--- config.mk ---
export PLATFORM = sky130hd
export DESIGN_NAME = attr_display_engine
export DESIGN_NICKNAME = d
export VERILOG_FILES = /design/src/rtl/attr_disp_pkg.sv /design/src/rtl/adf_timing.sv /design/src/rtl/adf_fetch.sv /design/src/rtl/adf_serializer.sv /design/src/rtl/attr_display_engine.sv
export SDC_FILE = /design/constraint.sdc
export NUM_CORES = 1
export LEC_CHECK = 0
export BUFFER_PORTS_ARGS = -buffer_cell sky130_fd_sc_hd__clkbuf_2
export CAP_MARGIN = 20
export CORE_MARGIN = 3
export CORE_UTILIZATION = 35
export DETAILED_ROUTE_END_ITERATION = 16
export PLACE_DENSITY = 0.58
export SYNTH_ARGS = -nofsm -noshare
export SYNTH_HDL_FRONTEND = slang
export SYNTH_SLANG_ARGS = --single-unit
--- constraint.sdc ---
create_clock -name clk -period 2 [get_ports clk]
set_input_delay 0 -clock clk [delete_from_list [all_inputs] [get_ports clk]]
set_output_delay 0 -clock clk [all_outputs]
set_load 0.02 [all_outputs]
--- src/rtl/attr_disp_pkg.sv ---
package attr_disp_pkg;

  localparam int ACT_PIX   = 256;
  localparam int LOOKAHEAD = 16;
  localparam int ATTR_BASE = 6144;

  // interleaved bitmap row: third, pixel row in cell, cell row
  function automatic logic [12:0] row_base(input logic [7:0] line);
    return {line[7:6], line[2:0], line[5:3], 5'b00000};
  endfunction

  // one attribute row per eight lines, 32 bytes each
  function automatic logic [12:0] attr_row_base(input logic [7:0] line);
    return 13'(ATTR_BASE) + {3'b000, line[7:3], 5'b00000};
  endfunction

  // colour bits: 0 blue, 1 red, 2 green; out = {red, green, blue}
  function automatic logic [5:0] colour_rgb(input logic [2:0] col, input logic bright);
    logic [1:0] lvl;
    lvl = bright ? 2'd3 : 2'd2;
    return {col[1] ? lvl : 2'd0, col[2] ? lvl : 2'd0, col[0] ? lvl : 2'd0};
  endfunction

endpackage

--- src/rtl/adf_timing.sv ---
module adf_timing #(
  parameter int H_TOTAL = 456,
  parameter int V_TOTAL = 311,
  parameter int FLASH_W = 5,
  localparam int HW = $clog2(H_TOTAL),
  localparam int VW = $clog2(V_TOTAL)
) (
  input  logic          clk,
  input  logic          rst_n,
  output logic [HW-1:0] h_cnt,
  output logic [VW-1:0] v_cnt,
  output logic          flash_phase
);

  logic [FLASH_W-1:0] frame_cnt;
  logic line_end;
  logic frame_end;

  assign line_end    = (h_cnt == HW'(H_TOTAL - 1));
  assign frame_end   = line_end && (v_cnt == VW'(V_TOTAL - 1));
  assign flash_phase = frame_cnt[FLASH_W-1];

  always_ff @(posedge clk) begin
    if (!rst_n) begin
      h_cnt     <= '0;
      v_cnt     <= '0;
      frame_cnt <= '0;
    end else begin
      h_cnt <= line_end ? '0 : h_cnt + 1'b1;
      if (line_end) v_cnt <= frame_end ? '0 : v_cnt + 1'b1;
      if (frame_end) frame_cnt <= frame_cnt + 1'b1;
    end
  end

endmodule

--- src/rtl/adf_fetch.sv ---
module adf_fetch
  import attr_disp_pkg::*;
#(
  parameter int HW           = 9,
  parameter int VW           = 9,
  parameter int ACTIVE_LINES = 192,
  parameter int VRAM_AW      = 14
) (
  input  logic               clk,
  input  logic               rst_n,
  input  logic [HW-1:0]      h_cnt,
  input  logic [VW-1:0]      v_cnt,
  input  logic [7:0]         vram_data,
  output logic               vram_re,
  output logic [VRAM_AW-1:0] vram_addr,
  output logic [3:0]         slot,
  output logic               disp_area,
  output logic               ld_strobe,
  output logic [7:0]         ld_pix,
  output logic [7:0]         ld_attr
);

  logic        row_on, fetch_on, capture;
  logic [12:0] base_sel, addr_sum;
  logic [7:0]  cap_p0, cap_a0, cap_p1, cap_a1;
  logic [7:0]  hold_p1, hold_a1;

  assign slot      = h_cnt[3:0];
  assign row_on    = v_cnt < VW'(ACTIVE_LINES);
  assign fetch_on  = row_on && (h_cnt < HW'(ACT_PIX));
  assign disp_area = row_on && (h_cnt >= HW'(LOOKAHEAD)) && (h_cnt < HW'(ACT_PIX + LOOKAHEAD));

  // reads on even slots of the first half of each group
  assign vram_re  = fetch_on && !slot[0] && !slot[3];
  assign base_sel = slot[1] ? attr_row_base(v_cnt[7:0]) : row_base(v_cnt[7:0]);
  assign addr_sum = base_sel + {8'b0, h_cnt[7:4], slot[2]};
  assign vram_addr = VRAM_AW'(addr_sum);

  // data of slot s arrives in slot s+1
  assign capture = fetch_on && slot[0] && !slot[3];

  always_ff @(posedge clk) begin
    if (!rst_n) begin
      cap_p0  <= '0;
      cap_a0  <= '0;
      cap_p1  <= '0;
      cap_a1  <= '0;
      hold_p1 <= '0;
      hold_a1 <= '0;
    end else begin
      if (capture) begin
        case (slot[2:1])
          2'b00:   cap_p0 <= vram_data;
          2'b01:   cap_a0 <= vram_data;
          2'b10:   cap_p1 <= vram_data;
          default: cap_a1 <= vram_data;
        endcase
      end
      if (fetch_on && slot == 4'd15) begin
        hold_p1 <= cap_p1;
        hold_a1 <= cap_a1;
      end
    end
  end

  // first byte pair on slot 15 of the fetch group, second on slot 7 of the next
  assign ld_strobe = (fetch_on && slot == 4'd15) || (disp_area && slot == 4'd7);
  assign ld_pix    = slot[3] ? cap_p0 : hold_p1;
  assign ld_attr   = slot[3] ? cap_a0 : hold_a1;

endmodule

--- src/rtl/adf_serializer.sv ---
module adf_serializer
  import attr_disp_pkg::*;
(
  input  logic       clk,
  input  logic       rst_n,
  input  logic       ld_strobe,
  input  logic [7:0] ld_pix,
  input  logic [7:0] ld_attr,
  input  logic       flash_phase,
  input  logic       disp_area,
  input  logic [2:0] border_in,
  input  logic       border_we,
  output logic [5:0] rgb
);

  logic [7:0] shreg;
  logic [7:0] cur_attr;
  logic [2:0] border_q;
  logic [2:0] pix_col;
  logic       invert;

  assign invert = ld_attr[7] & flash_phase;

  always_ff @(posedge clk) begin
    if (!rst_n) begin
      shreg    <= '0;
      cur_attr <= '0;
      border_q <= '0;
    end else begin
      if (border_we) border_q <= border_in;
      if (ld_strobe) begin
        shreg    <= ld_pix ^ {8{invert}};
        cur_attr <= ld_attr;
      end else begin
        shreg <= {shreg[6:0], 1'b0};
      end
    end
  end

  assign pix_col = shreg[7] ? cur_attr[2:0] : cur_attr[5:3];
  assign rgb     = disp_area ? colour_rgb(pix_col, cur_attr[6]) : colour_rgb(border_q, 1'b0);

endmodule

--- src/rtl/attr_display_engine.sv ---
module attr_display_engine
  import attr_disp_pkg::*;
#(
  parameter int H_TOTAL      = 456,
  parameter int V_TOTAL      = 311,
  parameter int ACTIVE_LINES = 192,
  parameter int FLASH_W      = 5,
  parameter int VRAM_AW      = 14
) (
  input  logic               clk,
  input  logic               rst_n,
  input  logic [2:0]         border_in,
  input  logic               border_we,
  output logic               vram_re,
  output logic [VRAM_AW-1:0] vram_addr,
  input  logic [7:0]         vram_data,
  output logic [5:0]         rgb,
  output logic               in_display
);

  localparam int HW = $clog2(H_TOTAL);
  localparam int VW = $clog2(V_TOTAL);

  logic [HW-1:0] h_cnt;
  logic [VW-1:0] v_cnt;
  logic          flash_phase;
  logic [3:0]    fetch_slot;
  logic          ld_strobe;
  logic [7:0]    ld_pix, ld_attr;

  adf_timing #(.H_TOTAL(H_TOTAL), .V_TOTAL(V_TOTAL), .FLASH_W(FLASH_W)) u_timing (
    .clk(clk), .rst_n(rst_n), .h_cnt(h_cnt), .v_cnt(v_cnt), .flash_phase(flash_phase)
  );

  adf_fetch #(.HW(HW), .VW(VW), .ACTIVE_LINES(ACTIVE_LINES), .VRAM_AW(VRAM_AW)) u_fetch (
    .clk(clk), .rst_n(rst_n), .h_cnt(h_cnt), .v_cnt(v_cnt), .vram_data(vram_data),
    .vram_re(vram_re), .vram_addr(vram_addr), .slot(fetch_slot), .disp_area(in_display),
    .ld_strobe(ld_strobe), .ld_pix(ld_pix), .ld_attr(ld_attr)
  );

  adf_serializer u_ser (
    .clk(clk), .rst_n(rst_n), .ld_strobe(ld_strobe), .ld_pix(ld_pix), .ld_attr(ld_attr),
    .flash_phase(flash_phase), .disp_area(in_display), .border_in(border_in),
    .border_we(border_we), .rgb(rgb)
  );

endmodule

# Word level (Yosys, flattened, before mapping)

Index checks and enable logic that the tools add are counted.

Register bits: 89
Output and inout bits: 22

$add $sub $neg: 5
Magnitude comparators: 4
Eq/ne operators: 6
Mux-type cells: 14
Bitwise operators: 4
Reductions and logical operators: 21

Operator list:

| cell                   | number |
|---|---|
| $mux 8                 | 3 |
| $add 9x1->9 const B    | 2 |
| $eq 9x9->1 const B     | 2 |
| $lt 9x9->1 const B     | 2 |
| $add 12x11->13 const A | 1 |
| $add 13x5->13          | 1 |
| $mux 13                | 1 |
| $mux 2                 | 6 |
| $logic_and 1x1->1      | 10 |
| $reduce_and 2->1       | 5 |
| $ge 9x5->1 const B     | 1 |
| $lt 9x8->1 const B     | 1 |
| $mux 9                 | 1 |
| $xor 8x8->8            | 1 |
| $mux 6                 | 1 |
| $add 5x1->5 const B    | 1 |
| $eq 4x3->1 const B     | 1 |
| $eq 4x4->1 const B     | 1 |
| $mux 3                 | 1 |
| $reduce_or 3->1        | 1 |
| $eq 2x1->1 const B     | 1 |
| $eq 2x2->1 const B     | 1 |
| $logic_not 1->1        | 2 |
| $logic_not 2->1        | 1 |
| other kinds (5)        | 6 |

# Depth between registers and ports, before layout

Depth after elaboration: 6
Depth in mapped cells: 7

# Cells and area by module

A second synthesis with hierarchy kept.

Cells, all modules: 427
Area total of the unflattened synthesis: 4155.2 µm²

By module, submodules not included:

| module         | times used | cells an instance | area each (µm²) |
|---|---|---|---|
| adf_fetch      | 1          | 219               | 2218.4 |
| adf_timing     | 1          | 118               | 1063.5 |
| adf_serializer | 1          | 90                | 873.3 |

# Worst setup path after synthesis

No wires, ideal clock.

Kind: register -> output
Start: reg u_timing.h_cnt[5]
End: out rgb[1]
Data arrival time: 1.980 ns
Required time: 2.000 ns
Path slack: 0.020 ns
Cell stages (with the launch flop): 5
Buffers on the path: 0
Cell sequence: dfxtp_1 or4_1 xnor2_1 nor2_1 mux2_2

Cells in the longest elaborated chain, start to end: 4
Elaborated cells between the ends (all ways): 5

Ends and longest elaborated chain:

| item                   | RTL line                  | text |
|---|---|---|
| from (decl)            | adf_timing.sv:10          | `output logic [HW-1:0] h_cnt,` |
| from (signal assigned) | adf_timing.sv:29          | `h_cnt <= line_end ? '0 : h_cnt + 1'b1;` |
| $ge 9x5->1             | adf_fetch.sv:31           | `assign disp_area = row_on && (h_cnt >= HW'(LOOKAHEAD)) && (h_cnt < HW'(ACT_PIX + LOOKAHEAD));` |
| $logic_and 1x1->1      | adf_fetch.sv:31           |  |
| $logic_and 1x1->1 (*)  | adf_fetch.sv:31           |  |
| via in_display         | attr_display_engine.sv:18 | `output logic in_display` |
| $mux 6 (*)             | adf_serializer.sv:41      | `assign rgb = disp_area ? colour_rgb(pix_col, cur_attr[6]) : colour_rgb(border_q, 1'b0);` |
| to (decl)              | attr_display_engine.sv:17 | `output logic [5:0] rgb,` |

The timed path passes the listed nets; every way through them passes the cells marked *.

# Worst setup path in the final report

Start: reg u_timing.h_cnt[4]
End: out rgb[5]

Cells in the longest elaborated chain, start to end: 4
Elaborated cells between the ends (all ways): 5

Ends and longest elaborated chain:

| item                  | RTL line |
|---|---|
| $ge 9x5->1            | adf_fetch.sv:31 |
| $logic_and 1x1->1     | adf_fetch.sv:31 |
| $logic_and 1x1->1 (*) | adf_fetch.sv:31 |
| $mux 6 (*)            | adf_serializer.sv:41 |

Mark *: on every way between the ends. The rest lies on a longest branch, timed or not.

==> run summary <==
Syn Inst Count: 426
first-pass GRT wire length: 14.9 mm
area leader, netlist: dfxtp_1
register area share after synthesis: 44.2%
Clock Latency Late Sink: 0.34 ns
unrepaired setup endpoints after global routing: true
dominant cells by area after synthesis: dfxtp_1 (44%), mux2i_1 (15%), nor2_1 (6.2%), mux2_2 (3.9%), xnor2_1 (2.8%)
H-tree level count: 3
Unique masters post-synth: 45
initial antenna violation count: 0
syn avg cell area: 9.47 um2
Fin. Hold Viols: 0
Worst slew margin: 62.7%
status: finished with violations
setup violators final: 6
number of synthesized flops with an enable pin: 0
Clock Skews: 0.00463 ns
placer congestion estimate: 0.818
Most used DFF post-synth: dfxtp_1
chip width: 113 um
FP Rows: 38
Critical Path Start Type: flip-flop
fin crit period: 2.07 ns
Final ANT Viol Nets: 0
total clock sinks: 89
pre-CTS WS: 0.126 ns
Final Power: 0.00384 W
IO Count: 36
vias in the first global route: 3021
Max Cap Viol: 0
worst-path maximum fanout: 5
pwr dens: 767 nW/um2
maximum vdd drop: 0.000565 V
GRT overflow: 0
CP arrival: 2.07 ns
total CTS buffers: 9
flops & latches, synth: 89
critical path type: reg -> out
Max Fclk: 482 MHz
nets@finish: 498
Max Transition Viols Final: 0
Critical Path Sink Type: output pin
Total GRT Usage: 14.4%
Initial Util: 36.6%
Worst EP required: 2.00 ns
pin count of the biggest net entering global routing: 33
setup ws final: -0.0738 ns
Area growth, synth to finish: 24.1%
Port Buffers: 34
area share of the largest cell type after synthesis: 44.2%
Tcrit/Tclk final: 104%
Die Span Y: 113 um
vias after detailed routing: 3166
Core ar.: 11000 um2
synthesized area: 4040 um2
detailed placement HPWL: 6.23 mm
CTS tree: built
WL/cell: 14.5 um
Mapped Nets: 444
failing checks: setup timing
Detailed Routing Iterations Pass 1: 4
clock root cell: clkbuf_16
Worst Hold Class: in -> reg
Leakage Power: 1.96 nW
drt first-iter violations: 218
clock transition at the registers of the reported paths: 0.06 ns
DR vias/cell: 5.08
Synth async-reset ratio: 0%
die area: 12900 um2
layout cells sized above 1: 23.8%
# diodes: 0
final wirelength: 9.04 mm
Longest Clk Path Bufs: 2
DRC violations left: 0
Yosys Warn Count: 0
Slew @ Worst Pin: 0.559 ns
power breakdown:
| group | switching [W] | total [W] | internal (W) | leakage (nW) |
|---|---|---|---|---|
| Clock | 0.000668 | 0.00179 | 0.00112 | 0.155 |
| Combinational | 0.000123 | 0.000230 | 0.000107 | 1.09 |
| Sequential | 0.0000202 | 0.00182 | 0.00180 | 0.721 |
| Total | 0.000811 | 0.00384 | 0.00303 | 1.96 |
worst max-delay path: stages, from the launching register on:
cell	delay (ns)
dfxtp_2	0.32
or4_4	0.56
xnor2_2	0.15
nor2_1	0.10
buf_4	0.16
mux2_4	0.32
buf_8	0.13
logic make-up (layout without fill, tap and decap cells):
kind of cell	after synthesis	after routing	synth area share, %
AOI/OAI and AO/OA	49	49	8.31
xor gates and xnor gates	17	17	3.69
adders and majority gates	4	4	1.24
buffers and inverters	41	98	5.33
DFF	89	89	44.2
muxes	76	76	19.3
other	1	1	0.0929
and+or+nand+nor	149	149	17.9
layer usage:
metal / vias to the layer above / GRT usage (%) / wire length [um]
met2: 48 / 23.4 / 4210
met3: 10 / 3.66 / 332
met1: 1514 / 18.9 / 4400
li1: 1594 / - / -
met5: - / 0 / 0
met4: 0 / 4.33 / 98
cells in the mapped netlist (2+ instances only):
cell type  instances
dfxtp_1           89
nor2_1            67
mux2i_1           62
nand2_1           25
a21oi_1           16
clkbuf_1          15
nand3_1           15
mux2_2            14
xnor2_1           13
buf_4             10
o21ai_0           10
a221oi_1           7
a311oi_1           7
and3_1             7
buf_2              7
nand4_1            7
ha_1               4
inv_1              4
nor3_1             4
nor4_1             4
xor2_1             4
buf_1              3
nand2b_1           3
or4b_1             3
and2_1             2
buf_6              2
nand3b_1           2
nor3_2             2
or2_2              2
state kept, by name, summed over array words and instances, names as in the netlist:
signal,flops
u_fetch.cap_a0,8
u_fetch.cap_p1,8
u_timing.h_cnt,9
u_timing.frame_cnt,5
u_fetch.cap_p0,8
u_fetch.hold_a1,8
u_timing.v_cnt,9
u_fetch.cap_a1,8
u_ser.border_q,3
u_ser.shreg,8
u_ser.cur_attr,7
u_fetch.hold_p1,8
repair_timing:
item,4_1_cts,5_1_grt
pin swaps,2,1
hold buffers,14,0
buffers inserted,3,3
resized for setup,20,11
endpoints found under the setup margin,6,16
hold endpoints to repair,28,0
final cells by class:
class / instances / area (um2)
Fill cell: 1059 / 6020
Multi-Input combinational cell: 296 / 2090
Sequential cell: 89 / 1790
Timing Repair Buffer: 80 / 619
Clock buffer: 10 / 239
Tap cell: 140 / 175
Clock inverter: 4 / 77.6
Inverter: 4 / 15.0
through the flow:
step                      util, %  area [um2]  hold WS [ns]  cells  setup TNS [ns]
after floorplan                 -        4040         0.144    426               0
after global placement       39.8        4390         0.240    589               0
after detailed placement     39.8        4390         0.260    589               0
after CTS                    44.8        4950         0.133    620          -0.466
after global routing         45.4        5010         0.150    623          -0.750
final                        45.4        5010         0.145    623          -0.382
layout by cell type, fill, tap and decap left out, types with 7 or more instances in the layout:
cell type and n:
nand4_1 7, mux2i_1 62, dlygate4sd3_1 14, buf_4 31, xnor2_1 12, a311oi_1 7
a221oi_1 7, clkbuf_16 9, dfxtp_1 86, nor2_1 67, o21ai_0 10, nand3_1 15
nand2_1 24, clkbuf_2 28, a21oi_1 16, mux2_2 11
final timing paths:
| path | startpoint | to | slack [ns] | cells after the start |
|---|---|---|---|---|
| worst max-delay path | u_timing.h_cnt[4] | rgb[5] | -0.07 | 6 |
| worst min-delay path | rst_n | u_ser.shreg[2] | 0.14 | 4 |
| worst max register to register | u_timing.h_cnt[4] | u_timing.v_cnt[5] | 0.08 | 6 |
| worst min register to register | u_ser.shreg[1] | u_ser.shreg[2] | 0.44 | 2 |
Note: power is estimated with default switching activity, not from simulation.
